`config.mk`:
```
export PLATFORM = sky130hd
export DESIGN_NAME = xonxoff_ctl
export DESIGN_NICKNAME = d
export VERILOG_FILES = /design/src/rtl/xoxf_pkg.sv /design/src/rtl/xoxf_rxmatch.sv /design/src/rtl/xoxf_insert.sv /design/src/rtl/xonxoff_ctl.sv
export SDC_FILE = /design/constraint.sdc
export NUM_CORES = 1
export LEC_CHECK = 0
export ABC_AREA = 1
export BUFFER_PORTS_ARGS = -buffer_cell sky130_fd_sc_hd__buf_2
export CAP_MARGIN = 20
export CORE_MARGIN = 3
export CORE_UTILIZATION = 40
export CTS_BUF_LIST = sky130_fd_sc_hd__clkbuf_8
export CTS_CLUSTER_DIAMETER = 50
export CTS_CLUSTER_SIZE = 8
export DETAILED_ROUTE_END_ITERATION = 7
export PLACE_DENSITY_LB_ADDON = 0.25
export SLEW_MARGIN = 5
export SYNTH_ARGS = -nofsm -noshare
export SYNTH_HDL_FRONTEND = slang
export SYNTH_SLANG_ARGS = --single-unit
export TNS_END_PERCENT = 20
```
`constraint.sdc`:
```
create_clock -name clk -period 2.5 [get_ports clk]
set_clock_uncertainty 0.2 [all_clocks]
set_input_delay 0.5 -clock clk [delete_from_list [all_inputs] [get_ports clk]]
set_output_delay 0.5 -clock clk [all_outputs]
set_load 0.05 [all_outputs]
```
`src/rtl/xoxf_pkg.sv`:
```
package xoxf_pkg;
  localparam int CHAR_W = 8;

  typedef enum logic [1:0] {
    FM_OFF     = 2'b00,
    FM_SINGLE  = 2'b01,
    FM_DOUBLE  = 2'b10,
    FM_SPECIAL = 2'b11
  } fmode_e;

  // Mask of the significant bits for a word-length code (5..8 bits).
  function automatic logic [CHAR_W-1:0] wl_mask(input logic [1:0] wl);
    return {CHAR_W{1'b1}} >> (2'd3 - wl);
  endfunction

  // Equality restricted to the programmed word length.
  function automatic logic chr_eq(input logic [CHAR_W-1:0] a,
                                  input logic [CHAR_W-1:0] b,
                                  input logic [1:0]        wl);
    return ((a ^ b) & wl_mask(wl)) == '0;
  endfunction
endpackage

```
`src/rtl/xoxf_rxmatch.sv`:
```
module xoxf_rxmatch
  import xoxf_pkg::*;
(
  input  logic              clk,
  input  logic              rst_n,
  input  logic              rx_valid,
  input  logic [CHAR_W-1:0] rx_data,
  input  logic [1:0]        mode,
  input  logic [1:0]        wlen,
  input  logic              xon_any,
  input  logic [CHAR_W-1:0] xon1_chr,
  input  logic [CHAR_W-1:0] xon2_chr,
  input  logic [CHAR_W-1:0] xoff1_chr,
  input  logic [CHAR_W-1:0] xoff2_chr,
  output logic              fwd_valid,
  output logic [CHAR_W-1:0] fwd_data,
  output logic              discard,
  output logic              xoff_flag
);
  fmode_e fm;
  assign fm = fmode_e'(mode);

  logic              held_v, held_xoff, pend_v;
  logic [CHAR_W-1:0] held_q, pend_q;

  logic hit_off1, hit_on1, hit_off2, hit_on2;
  assign hit_off1 = chr_eq(rx_data, xoff1_chr, wlen);
  assign hit_on1  = chr_eq(rx_data, xon1_chr,  wlen);
  assign hit_off2 = chr_eq(rx_data, xoff2_chr, wlen);
  assign hit_on2  = chr_eq(rx_data, xon2_chr,  wlen);

  // Named events for the checks below.
  logic second_hit, rel_evt;
  assign second_hit = held_v && (held_xoff ? hit_off2 : hit_on2);
  assign rel_evt    = rx_valid && (fm == FM_DOUBLE) && held_v && !second_hit;

  logic              n_fwd, n_disc, n_set, n_clr;
  logic [CHAR_W-1:0] n_fdata, n_held_q, n_pend_q;
  logic              n_held_v, n_held_xoff, n_pend_v;

  always_comb begin
    n_fwd       = 1'b0;
    n_fdata     = rx_data;
    n_disc      = 1'b0;
    n_set       = 1'b0;
    n_clr       = 1'b0;
    n_held_v    = held_v;
    n_held_xoff = held_xoff;
    n_held_q    = held_q;
    n_pend_v    = 1'b0;
    n_pend_q    = pend_q;
    if (pend_v) begin
      n_fwd   = 1'b1;
      n_fdata = pend_q;
    end
    if (rx_valid) begin
      unique case (fm)
        FM_OFF: begin
          n_fwd   = 1'b1;
          n_fdata = rx_data;
        end
        FM_SINGLE: begin
          if (hit_off1) begin
            n_disc = 1'b1;
            n_set  = 1'b1;
          end else if (hit_on1) begin
            n_disc = 1'b1;
            n_clr  = 1'b1;
          end else begin
            n_fwd   = 1'b1;
            n_fdata = rx_data;
            n_clr   = xon_any;
          end
        end
        FM_DOUBLE: begin
          if (second_hit) begin
            n_disc   = 1'b1;
            n_held_v = 1'b0;
            n_set    = held_xoff;
            n_clr    = !held_xoff;
          end else begin
            if (held_v) begin
              n_fwd   = 1'b1;
              n_fdata = held_q;
            end
            if (hit_off1 || hit_on1) begin
              n_held_v    = 1'b1;
              n_held_xoff = hit_off1;
              n_held_q    = rx_data;
            end else if (held_v) begin
              n_held_v = 1'b0;
              n_pend_v = 1'b1;
              n_pend_q = rx_data;
            end else begin
              n_fwd   = 1'b1;
              n_fdata = rx_data;
            end
          end
          if (xon_any && !n_set) n_clr = 1'b1;
        end
        FM_SPECIAL: begin
          n_fwd   = 1'b1;
          n_fdata = rx_data;
          n_set   = hit_off2;
        end
      endcase
    end
    if (fm != FM_DOUBLE) n_held_v = 1'b0;
    if (fm == FM_OFF)    n_clr    = 1'b1;
  end

  always_ff @(posedge clk or negedge rst_n) begin
    if (!rst_n) begin
      fwd_valid <= 1'b0;
      fwd_data  <= '0;
      discard   <= 1'b0;
      xoff_flag <= 1'b0;
      held_v    <= 1'b0;
      held_xoff <= 1'b0;
      held_q    <= '0;
      pend_v    <= 1'b0;
      pend_q    <= '0;
    end else begin
      fwd_valid <= n_fwd;
      fwd_data  <= n_fdata;
      discard   <= n_disc;
      held_v    <= n_held_v;
      held_xoff <= n_held_xoff;
      held_q    <= n_held_q;
      pend_v    <= n_pend_v;
      pend_q    <= n_pend_q;
      if (n_set)      xoff_flag <= 1'b1;
      else if (n_clr) xoff_flag <= 1'b0;
    end
  end

  // a character is either forwarded or consumed, never both at once.
  p_fwd_or_drop_r9: assert property (@(posedge clk) disable iff (!rst_n)
    !(fwd_valid && discard));

  // a discard always follows a received character.
  p_drop_after_rx_r2: assert property (@(posedge clk) disable iff (!rst_n)
    discard |-> $past(rx_valid));

  // the flag only rises in response to a received character.
  p_flag_rise_r2: assert property (@(posedge clk) disable iff (!rst_n)
    $rose(xoff_flag) |-> $past(rx_valid));

  // a released held character comes out next, unchanged.
  p_release_order_r5: assert property (@(posedge clk) disable iff (!rst_n)
    rel_evt |=> (fwd_valid && fwd_data == $past(held_q)));

  // special mode never consumes characters.
  p_special_keeps_r7: assert property (@(posedge clk) disable iff (!rst_n)
    (fm == FM_SPECIAL && $past(fm) == FM_SPECIAL) |-> !discard);
endmodule

```
`src/rtl/xoxf_insert.sv`:
```
module xoxf_insert #(
  parameter int LVL_W = 7
) (
  input  logic             clk,
  input  logic             rst_n,
  input  logic             en,
  input  logic [LVL_W-1:0] rx_level,
  input  logic [LVL_W-1:0] rx_trig,
  input  logic             ins_ack,
  output logic             ins_req,
  output logic             ins_xon
);
  logic remote_off;
  logic above, below, cancel_evt;

  assign above = rx_level > rx_trig;
  assign below = rx_level < rx_trig;
  // An opposite crossing while a request is still unsent withdraws it.
  assign cancel_evt = ins_req && !ins_ack &&
                      ((remote_off && below && !ins_xon) ||
                       (!remote_off && above && ins_xon));

  always_ff @(posedge clk or negedge rst_n) begin
    if (!rst_n) begin
      remote_off <= 1'b0;
      ins_req    <= 1'b0;
      ins_xon    <= 1'b0;
    end else if (!en) begin
      remote_off <= 1'b0;
      ins_req    <= 1'b0;
    end else begin
      if (ins_req && ins_ack) ins_req <= 1'b0;
      if (!remote_off && above) begin
        remote_off <= 1'b1;
        if (cancel_evt) ins_req <= 1'b0;
        else begin
          ins_req <= 1'b1;
          ins_xon <= 1'b0;
        end
      end else if (remote_off && below) begin
        remote_off <= 1'b0;
        if (cancel_evt) ins_req <= 1'b0;
        else begin
          ins_req <= 1'b1;
          ins_xon <= 1'b1;
        end
      end
    end
  end

  // an unacknowledged request stays up unless it is cancelled.
  p_req_hold_r10: assert property (@(posedge clk) disable iff (!rst_n)
    (en && ins_req && !ins_ack && !cancel_evt) |=> ins_req);

  // the kind of a pending request does not change under it.
  p_kind_hold_r10: assert property (@(posedge clk) disable iff (!rst_n)
    (en && ins_req && !ins_ack && !cancel_evt) |=> $stable(ins_xon));

  // a cancellation leaves no request behind.
  p_cancel_r11: assert property (@(posedge clk) disable iff (!rst_n)
    (en && cancel_evt) |=> !ins_req);
endmodule

```
`src/rtl/xonxoff_ctl.sv`:
```
module xonxoff_ctl
  import xoxf_pkg::*;
#(
  parameter int LVL_W = 7
) (
  input  logic             clk,
  input  logic             rst_n,
  input  logic             rx_valid,
  input  logic [7:0]       rx_data,
  input  logic [1:0]       mode,
  input  logic [1:0]       wlen,
  input  logic             xon_any,
  input  logic             xoff_irq_en,
  input  logic [7:0]       xon1_chr,
  input  logic [7:0]       xon2_chr,
  input  logic [7:0]       xoff1_chr,
  input  logic [7:0]       xoff2_chr,
  input  logic [LVL_W-1:0] rx_level,
  input  logic [LVL_W-1:0] rx_trig,
  input  logic             ins_ack,
  output logic             fwd_valid,
  output logic [7:0]       fwd_data,
  output logic             discard,
  output logic             xoff_flag,
  output logic             xoff_irq,
  output logic             tx_pause,
  output logic             ins_req,
  output logic             ins_xon
);
  logic flow_on;
  assign flow_on = (fmode_e'(mode) == FM_SINGLE) || (fmode_e'(mode) == FM_DOUBLE);

  xoxf_rxmatch u_match (
    .clk       (clk),
    .rst_n     (rst_n),
    .rx_valid  (rx_valid),
    .rx_data   (rx_data),
    .mode      (mode),
    .wlen      (wlen),
    .xon_any   (xon_any),
    .xon1_chr  (xon1_chr),
    .xon2_chr  (xon2_chr),
    .xoff1_chr (xoff1_chr),
    .xoff2_chr (xoff2_chr),
    .fwd_valid (fwd_valid),
    .fwd_data  (fwd_data),
    .discard   (discard),
    .xoff_flag (xoff_flag)
  );

  xoxf_insert #(.LVL_W(LVL_W)) u_ins (
    .clk      (clk),
    .rst_n    (rst_n),
    .en       (flow_on),
    .rx_level (rx_level),
    .rx_trig  (rx_trig),
    .ins_ack  (ins_ack),
    .ins_req  (ins_req),
    .ins_xon  (ins_xon)
  );

  assign tx_pause = xoff_flag && flow_on;
  assign xoff_irq = xoff_flag && xoff_irq_en;

  // the transmitter is never paused without the Xoff state behind it.
  p_pause_flag_r2: assert property (@(posedge clk) disable iff (!rst_n)
    tx_pause |-> xoff_flag);

  // off mode never issues an insert request one cycle on.
  p_off_no_req_r12: assert property (@(posedge clk) disable iff (!rst_n)
    (mode == 2'b00 && $past(mode) == 2'b00) |-> !ins_req);
endmodule

```
Yosys cells after proc, flatten, opt, wreduce, memory -nomap -nowiden
Cells that the tools add are included.
{"block": "word_totals", "inputBits": 64, "ff_bits": 33, "elab_cells": 127, "output_inout_bits": 15}
{"block": "op_classes", "muxes": 61, "eq_ne": 6, "n_bitwise": 11, "addsub": 1, "n_lt_le_gt_ge": 2, "n_shift": 1, "reduce_logical": 33}
{"cell": "$mux W8", "count": 8}
{"cell": "$mux W1", "count": 48}
{"cell": "$and A8 B8 Y8", "count": 4}
{"cell": "$logic_not A8 Y1", "count": 4}
{"cell": "$xor A8 B8 Y8", "count": 4}
{"cell": "$pmux W8 S3", "count": 1}
{"cell": "$logic_and A1 B1 Y1", "count": 11}
{"cell": "$reduce_bool A2 Y1", "count": 4}
{"cell": "$shr A8 B2 Y8 const A", "count": 1}
{"cell": "$gt A7 B7 Y1", "count": 1}
{"cell": "$lt A7 B7 Y1", "count": 1}
{"cell": "$pmux W1 S3", "count": 2}
{"cell": "$logic_not A1 Y1", "count": 5}
{"cell": "$reduce_and A5 Y1", "count": 1}
{"cell": "$eq A2 B2 Y1 const B", "count": 2}
{"cell": "$ne A4 B1 Y1 const B", "count": 1}
{"cell": "$pmux W1 S2", "count": 2}
{"cell": "$reduce_and A4 Y1", "count": 1}
{"cell": "$logic_or A1 B1 Y1", "count": 3}
{"cell": "$ne A3 B1 Y1 const B", "count": 1}
{"cell": "$not A1 Y1", "count": 3}
{"cell": "$reduce_and A3 Y1", "count": 1}
{"cell": "$eq A2 B1 Y1 const B", "count": 1}
{"cell": "$logic_not A2 Y1", "count": 1}
{"cell": "4 further kinds", "count": 4}

Longest topological paths before layout
Gate-level depths: netlist of run 1.
{"block": "depth", "depth_word": 17, "mapped_depth": 16}

Hierarchy
From an unflattened synthesis of run 1, not the netlist that was laid out.
{"block": "unflattened", "cells_unflattened": 470, "hier_area_um2": 3067.9}
{"mod": "xoxf_rxmatch", "instances": 1, "seq_area_each_um2": 750.7, "cells_per_inst": 403, "area_per_inst_um2": 2623.8}
{"mod": "xoxf_insert", "instances": 1, "seq_area_each_um2": 75.1, "cells_per_inst": 57, "area_per_inst_um2": 401.6}
{"mod": "xonxoff_ctl", "instances": 1, "seq_area_each_um2": 0.0, "cells_per_inst": 10, "area_per_inst_um2": 42.5}

Least setup slack after synthesis of run 1
No wires, ideal clock.
{"block": "synth_path", "path_type": "input port to flip-flop", "from": "in rx_data[1]", "to": "reg u_match.fwd_data[0]", "arrival_time_ns": 1.767, "setup_slack_ns": 0.417, "n_path_buf": 2, "required_ns": 2.184, "cell_stages": 14, "cell_sequence": "buf_2 -> xnor2_1 -> nand2_1 -> nor2_1 -> nand2_4 -> nand2_8 -> buf_6 -> nand2_1 -> nand2_1 -> nand2_1 -> o211ai_1 -> nand2_1 -> nand2_1 -> nand2_1"}
{"block": "synth_via", "elab_chain_len": 8, "elab_cells_between_ends": 21, "cone_classes": "7 x mux; 8 x bitwise; 6 x reduce/logical"}
{"element": "start: declaration", "line": "xonxoff_ctl.sv:9", "source": "input logic [7:0] rx_data,"}
{"element": "$xor A8 B8 Y8", "line": "xoxf_pkg.sv:20", "source": "return ((a ^ b) & wl_mask(wl)) == '0;"}
{"element": "$and A8 B8 Y8", "line": "xoxf_pkg.sv:20"}
{"element": "$logic_not A8 Y1", "line": "xoxf_pkg.sv:20"}
{"element": "$logic_or A1 B1 Y1 / $mux W1 (equally long branches)", "line": "xoxf_rxmatch.sv:86, xoxf_rxmatch.sv:34"}
{"element": "$mux W8 / $logic_and A1 B1 Y1 (equally long branches)", "line": "xoxf_rxmatch.sv:86, xoxf_rxmatch.sv:34"}
{"element": "$mux W8", "line": "xoxf_rxmatch.sv:76", "source": "if (second_hit) begin"}
{"element": "$pmux W8 S3 *", "line": "xoxf_rxmatch.sv:57", "source": "unique case (fm)"}
{"element": "$mux W8 *", "line": "xoxf_rxmatch.sv:56", "source": "if (rx_valid) begin"}
{"element": "named net u_match.n_fdata[0]", "line": "xoxf_rxmatch.sv:38", "source": "logic [CHAR_W-1:0] n_fdata, n_held_q, n_pend_q;"}
{"element": "end signal: assignment", "line": "xoxf_rxmatch.sv:125", "source": "fwd_data <= n_fdata;"}
{"element": "end: declaration", "line": "xoxf_rxmatch.sv:16", "source": "output logic [CHAR_W-1:0] fwd_data,"}
The timed path passes the listed nets; every way through them passes the cells marked *.
A chain may end at the register's enable or synchronous reset.

Worst setup path after layout of run 1
{"block": "layout_path", "from": "in mode[0]", "to": "out tx_pause"}
{"block": "layout_via", "elab_chain_len": 3, "elab_cells_between_ends": 4, "cone_classes": "2 x eq/ne; 2 x reduce/logical"}
{"element": "start: declaration", "line": "xonxoff_ctl.sv:10", "source": "input logic [1:0] mode,"}
{"element": "$eq A2 B1 Y1 / $eq A2 B2 Y1 (equally long branches)"}
{"element": "$logic_or A1 B1 Y1 *", "line": "xonxoff_ctl.sv:31", "source": "assign flow_on = (fmode_e'(mode) == FM_SINGLE) || (fmode_e'(mode) == FM_DOUBLE);"}
{"element": "$logic_and A1 B1 Y1 *", "line": "xonxoff_ctl.sv:62", "source": "assign tx_pause = xoff_flag && flow_on;"}
{"element": "end: declaration", "line": "xonxoff_ctl.sv:26", "source": "output logic tx_pause,"}
Every way passes the cells marked *; elsewhere a longest branch is shown, timed or not.

==> qor.yml, run 1 <==
outcome: "finished, final reports clean"
syn_avg_cell_area_um2: 6.50
die_height_um: 92.1
ctsResizeCount: 0
insertion_delay_ns: 0.29
dieWidth_um: 92.1
cts.sinks: 33
synth_cell_types: 32
numPortBuffers: 78
via_count: 3085
path_clk_slew_ns: 0.07
hp-class: "in2async"
rows: 30
critPathCaptureType: "primary output"
critPathLaunchType: "input port"
overflow: 0
worstSetupPathType: "in2out"
netlist_area_um2: 2970
critical_path.max_fanout: 6
synth_top_cell_by_area: "dfrtp_1"
setup-tns-final_ns: 0
final_cell_area_um2: 3510
antenna_found_initial: 0
timing.fmax_ghz: 0.468
grt_start_max_net_pins: 34
synthArstFlopShare: 1.00
synth_seq_cells: 33
power_frac_clock: 0.257
hold_buffers: 0
final_nets: 607
setup_violations: 0
gp_congestion: 0.895
synth_top_area_frac: 0.278
drv_slew: 0
cp.arrival_ns: 1.44
post_cts_buffers: 0
root_buffer: "clkbuf_8"
dr.pass1.iters: 4
drc: 0
drive_gt1_frac: 0.222
max_slew_margin: 0.499
grt_usage: 0.196
yosys_warnings: 0
pwr-share-comb: 0.341
yosys-top-cells-count: "nand2_1, inv_1, o21ai_0"
ios: 79
ys.flop_type: "dfrtp_1"
design.core.area_um2: 6980
tightest_slew_ns: 0.752
power_switching_share: 0.372
regArea_um2: 826
wl_per_cell_um: 12.7
fin_crit_sh: 0.855
yosysMostFrequentCell: "nand2_1"
fin_crit_ns: 2.14
wl_um: 7960
antenna_cells: 0
cts_buffers: 5
rsz0062_at_grt: "false"
dieArea_um2: 8480
power.internal_uw: 946
start_util: 0.425
drv_cap: 0
p_per_area_nw_per_um2: 428
htreeDepth: 2
viasPerCell: 4.91
clk_path_buf_depth: 2
synth.area.top_cells: "dfrtp_1, nand2_1, o21ai_0"
synth_fp_nets: 532
power_switching_uw: 559
ant_nets: 0
syn2layout_area_growth_pct: 18.4
synth_cells: 456
first_global_vias: 2960
dp_hpwl_um: 6210
hold_violations: 0
dpl_cell_area_um2: 3430
grt_pass1_wl_um: 13500
cp.required_ns: 1.80
drt-initial-drc-count: 272
p_leak_uw: 0.00190
cts_tree: "built"
max-vdd-ir-drop_mv: 0.274
synth_edf_count: 0
ys_seq_area_frac: 0.278
p_seq_frac: 0.401
nFillCells: 729
multi_input_area_um2: 1800
==> layout make-up <==
class	count	share of cell area
Clock buffer	5	0.0196
Inverter	60	0.0648
Multi-Input combinational cell	344	0.512
Timing Repair Buffer	87	0.130
Clock inverter	3	0.00392
Tap cell	96	0.0342
Sequential cell	33	0.235
==> metrics by stage <==
| stage | instances | hold WS, ns | power, µW | setup slack [ns] | util |
|---|---|---|---|---|---|
| 6_report | 628 | 0.0763 | 1500 | 0.363 | 0.503 |
| 5_1_grt | 628 | 0.135 | 1600 | 0.204 | 0.503 |
| 4_1_cts | 628 | 0.104 | 1520 | 0.354 | 0.503 |
| 3_5_place_dp | 620 | 0.266 | 1130 | 0.141 | 0.491 |
| 3_3_place_gp | 620 | 0.260 | 1120 | 0.155 | 0.491 |
| 2_1_floorplan | 456 | 0.00441 | 967 | 0.417 | - |
==> placed cells by master (no fill, tap or decap) <==
cell / count
ha_1: 12
inv_4: 1
or2_0: 2
nor2_2: 1
o22ai_1: 1
a21oi_1: 15
clkinv_1: 2
clkinv_2: 2
o21ai_0: 43
o31ai_1: 1
nor3b_1: 1
nor3_1: 2
or2_2: 8
nand2_2: 3
nand2_8: 1
clkbuf_8: 5
inv_1: 55
nor2_1: 20
o21ai_1: 17
inv_2: 3
a21oi_2: 2
o211ai_1: 3
nand3_4: 2
xnor2_1: 20
nand2_4: 2
nand4_4: 1
o21bai_1: 2
buf_4: 9
nand3_1: 28
dfrtp_1: 33
buf_2: 78
nand2_1: 149
nand4_1: 8
==> registers in the layout, indices dropped and copies added, names as in the netlist <==
register           count
u_match.pend_q         8
u_match.fwd_valid      1
u_ins.ins_req          1
u_match.held_xoff      1
u_match.pend_v         1
u_match.held_q         8
u_match.xoff_flag      1
u_match.discard        1
u_match.held_v         1
u_ins.remote_off       1
u_ins.ins_xon          1
u_match.fwd_data       8
==> cells by family after synthesis <==
kind of cell | Yosys count | share of synthesized area
compound gates | 84 | 0.150
fa+ha+maj | 12 | 0.0506
xor+xnor | 20 | 0.0591
buf+inv | 79 | 0.115
simple gates | 228 | 0.347
flops | 33 | 0.278
==> worst max-delay path, stage by stage <==
cell and delay (ns):
buf_2 0.11, inv_1 0.06, ha_1 0.38, nand2_1 0.07, inv_1 0.05, buf_2 0.25
==> power by group through the flow <==
stage / clock network, µW / registers [µW] / logic, µW
floorplan: 0 / 708 / 259
CTS: 402 / 604 / 518
global route: 414 / 609 / 578
detailed placement: 0 / 614 / 516
global placement: 0 / 614 / 508
finish: 387 / 604 / 514
==> worst paths after layout <==
check	startpoint	end	slack, ns	depth (start not counted)
worst min register to register	u_match.held_q[6]	u_match.held_q[6]	0.28	2
worst max register to register	u_match.pend_v	u_match.fwd_data[3]	0.39	9
max in group asynchronous	rst_n	u_match.held_q[2]	1.54	1
worst max-delay path	mode[0]	tx_pause	0.36	6
worst min-delay path	rst_n	u_match.fwd_data[5]	0.08	1
min in group clk	u_match.held_q[6]	u_match.held_q[6]	0.28	2
==> layer usage <==
metal,routed length (µm),global-route usage,share of wire,vias to the layer above
met2,3870,0.340,0.49,89
met1,3510,0.248,0.44,1379
met5,0,0,0,-
met4,129,0.0631,0.016,0
li1,-,-,-,1606
met3,455,0.0328,0.057,11
Power figures use the tool's default switching activity.
==> inputs of run 2 (changes only) <==
--- a/config.mk
+++ b/config.mk
@@ -9,7 +9,7 @@
 export BUFFER_PORTS_ARGS = -buffer_cell sky130_fd_sc_hd__buf_2
 export CAP_MARGIN = 20
 export CORE_MARGIN = 3
-export CORE_UTILIZATION = 40
+export CORE_UTILIZATION = 44
 export CTS_BUF_LIST = sky130_fd_sc_hd__clkbuf_8
 export CTS_CLUSTER_DIAMETER = 50
 export CTS_CLUSTER_SIZE = 8
==> run 2 against run 1 <==
Wire length down 4.2%. Global-route usage up 0.62 points. First-iteration DRC count down 6.6%. Via count down 1.8%. Critical endpoint unchanged. Fmax down 0.92%. Sequential power about the same.
==> qor.yml, run 2 (same netlist as run 1, synthesis figures left out) <==
wl_um: 7630
dieArea_um2: 7760
clk_path_buf_depth: 2
power.internal_uw: 940
overflow: 0
htreeDepth: 2
p_leak_uw: 0.00189
grt_usage: 0.203
critPathLaunchType: "input port"
grt_pass1_wl_um: 12500
max_slew_margin: 0.507
timing.fmax_ghz: 0.464
drv_cap: 0
p_per_area_nw_per_um2: 427
p_seq_frac: 0.409
dp_hpwl_um: 5960
drv_slew: 0
insertion_delay_ns: 0.28
dr.pass1.iters: 5
fin_crit_ns: 2.16
hp-class: "in2async"
drt-initial-drc-count: 254
outcome: "finished, final reports clean"
ant_nets: 0
power_switching_uw: 543
drive_gt1_frac: 0.219
final_common_cell: "nand2_1"
ctsResizeCount: 0
setup-tns-final_ns: 0
dieWidth_um: 88.1
start_util: 0.462
antenna_found_initial: 0
worstSetupPathType: "in2out"
root_buffer: "clkbuf_8"
hold_violations: 0
cp.required_ns: 1.80
slowest_delay_ns: 0.40
cts.sinks: 33
path_clk_slew_ns: 0.07
fin_crit_sh: 0.863
crit_chain: "buf_2 > inv_1 > ha_1 > nand2_1 > inv_1 > buf_2"
cts_tree: "built"
r2r_cells: 9
rows: 29
gp_congestion: 0.896
tightest_slew_ns: 0.740
numPortBuffers: 78
layout_common_cells: "nand2_1, buf_2, inv_1, o21ai_0, dfrtp_1"
post_cts_buffers: 0
cp.arrival_ns: 1.46
design.core.area_um2: 6420
critPathLaunch: "mode[0]"
largest_registers: "u_match.fwd_data x8, u_match.held_q x8, u_match.pend_q x8"
grt_start_max_net_pins: 34
critPathCaptureType: "primary output"
reg2reg_from: "u_match.pend_v"
power_switching_share: 0.366
antenna_cells: 0
rsz0062_at_grt: "false"
power.total_uw: 1480
slowest_stage: "ha_1"
final_nets: 606
syn2layout_area_growth_pct: 17.1
viasPerCell: 5.00
hold_buffers: 0
critical_path.max_fanout: 6
cts_buffers: 5
die_height_um: 88.1
pwr-share-comb: 0.344
max-vdd-ir-drop_mv: 0.396
wl_per_cell_um: 12.6
setup_violations: 0
ios: 79
power_frac_clock: 0.247
drc: 0
via_count: 3031
first_global_vias: 2735
[run 2: final timing paths]
| check | to | slack (ns) |
|---|---|---|
| worst max-delay path | tx_pause | 0.34 |
| worst min-delay path | u_match.held_xoff | 0.08 |
| worst max register to register | u_match.fwd_data[7] | 0.53 |
| worst min register to register | u_match.held_q[5] | 0.28 |
| max in group asynchronous | u_match.fwd_data[1] | 1.55 |
| min in group clk | u_match.held_q[5] | 0.28 |
[run 2: area by class of cell]
type                    count  area, µm²
multi-input cells         344       1800
clock buffers               5       68.8
well taps                  77       96.3
repair buffers             86        450
clock inverters             1       5.00
fillers                   658       2950
flip-flops and latches     33        826
inverters                  60        228
[run 2: through the flow]
stage | utilization | std cells | cell area [µm²] | setup slack (ns) | hold WS (ns)
2_1_floorplan | - | 456 | 2970 | 0.417 | 0.00441
3_3_place_gp | 0.529 | 600 | 3400 | 0.189 | 0.263
3_5_place_dp | 0.529 | 600 | 3400 | 0.167 | 0.268
4_1_cts | 0.541 | 606 | 3470 | 0.341 | 0.108
5_1_grt | 0.541 | 606 | 3470 | 0.234 | 0.143
6_report | 0.541 | 606 | 3470 | 0.343 | 0.0793
[run 2: per-layer routing]
| layer | GRT usage | vias to the layer above | routed length (µm) |
|---|---|---|---|
| met1 | 0.267 | 1340 | 3400 |
| met4 | 0.0549 | 0 | 133 |
| met3 | 0.0329 | 10 | 494 |
| li1 | - | 1592 | - |
| met5 | 0 | - | 0 |
| met2 | 0.345 | 89 | 3600 |
[run 2: power groups by stage]
stage	sequential, µW	clock (µW)	combinational (µW)
final	606	366	510
after global routing	613	403	577
after CTS	607	379	512
after detailed placement	617	0	510
after global placement	614	0	501
after floorplan	708	0	259
[run 2: critical path: cells and delay by family]
kind                       cells  cell delay (ns)
buffers and inverters          4             0.47
adders and majority gates      1             0.40
and+or+nand+nor                1             0.07
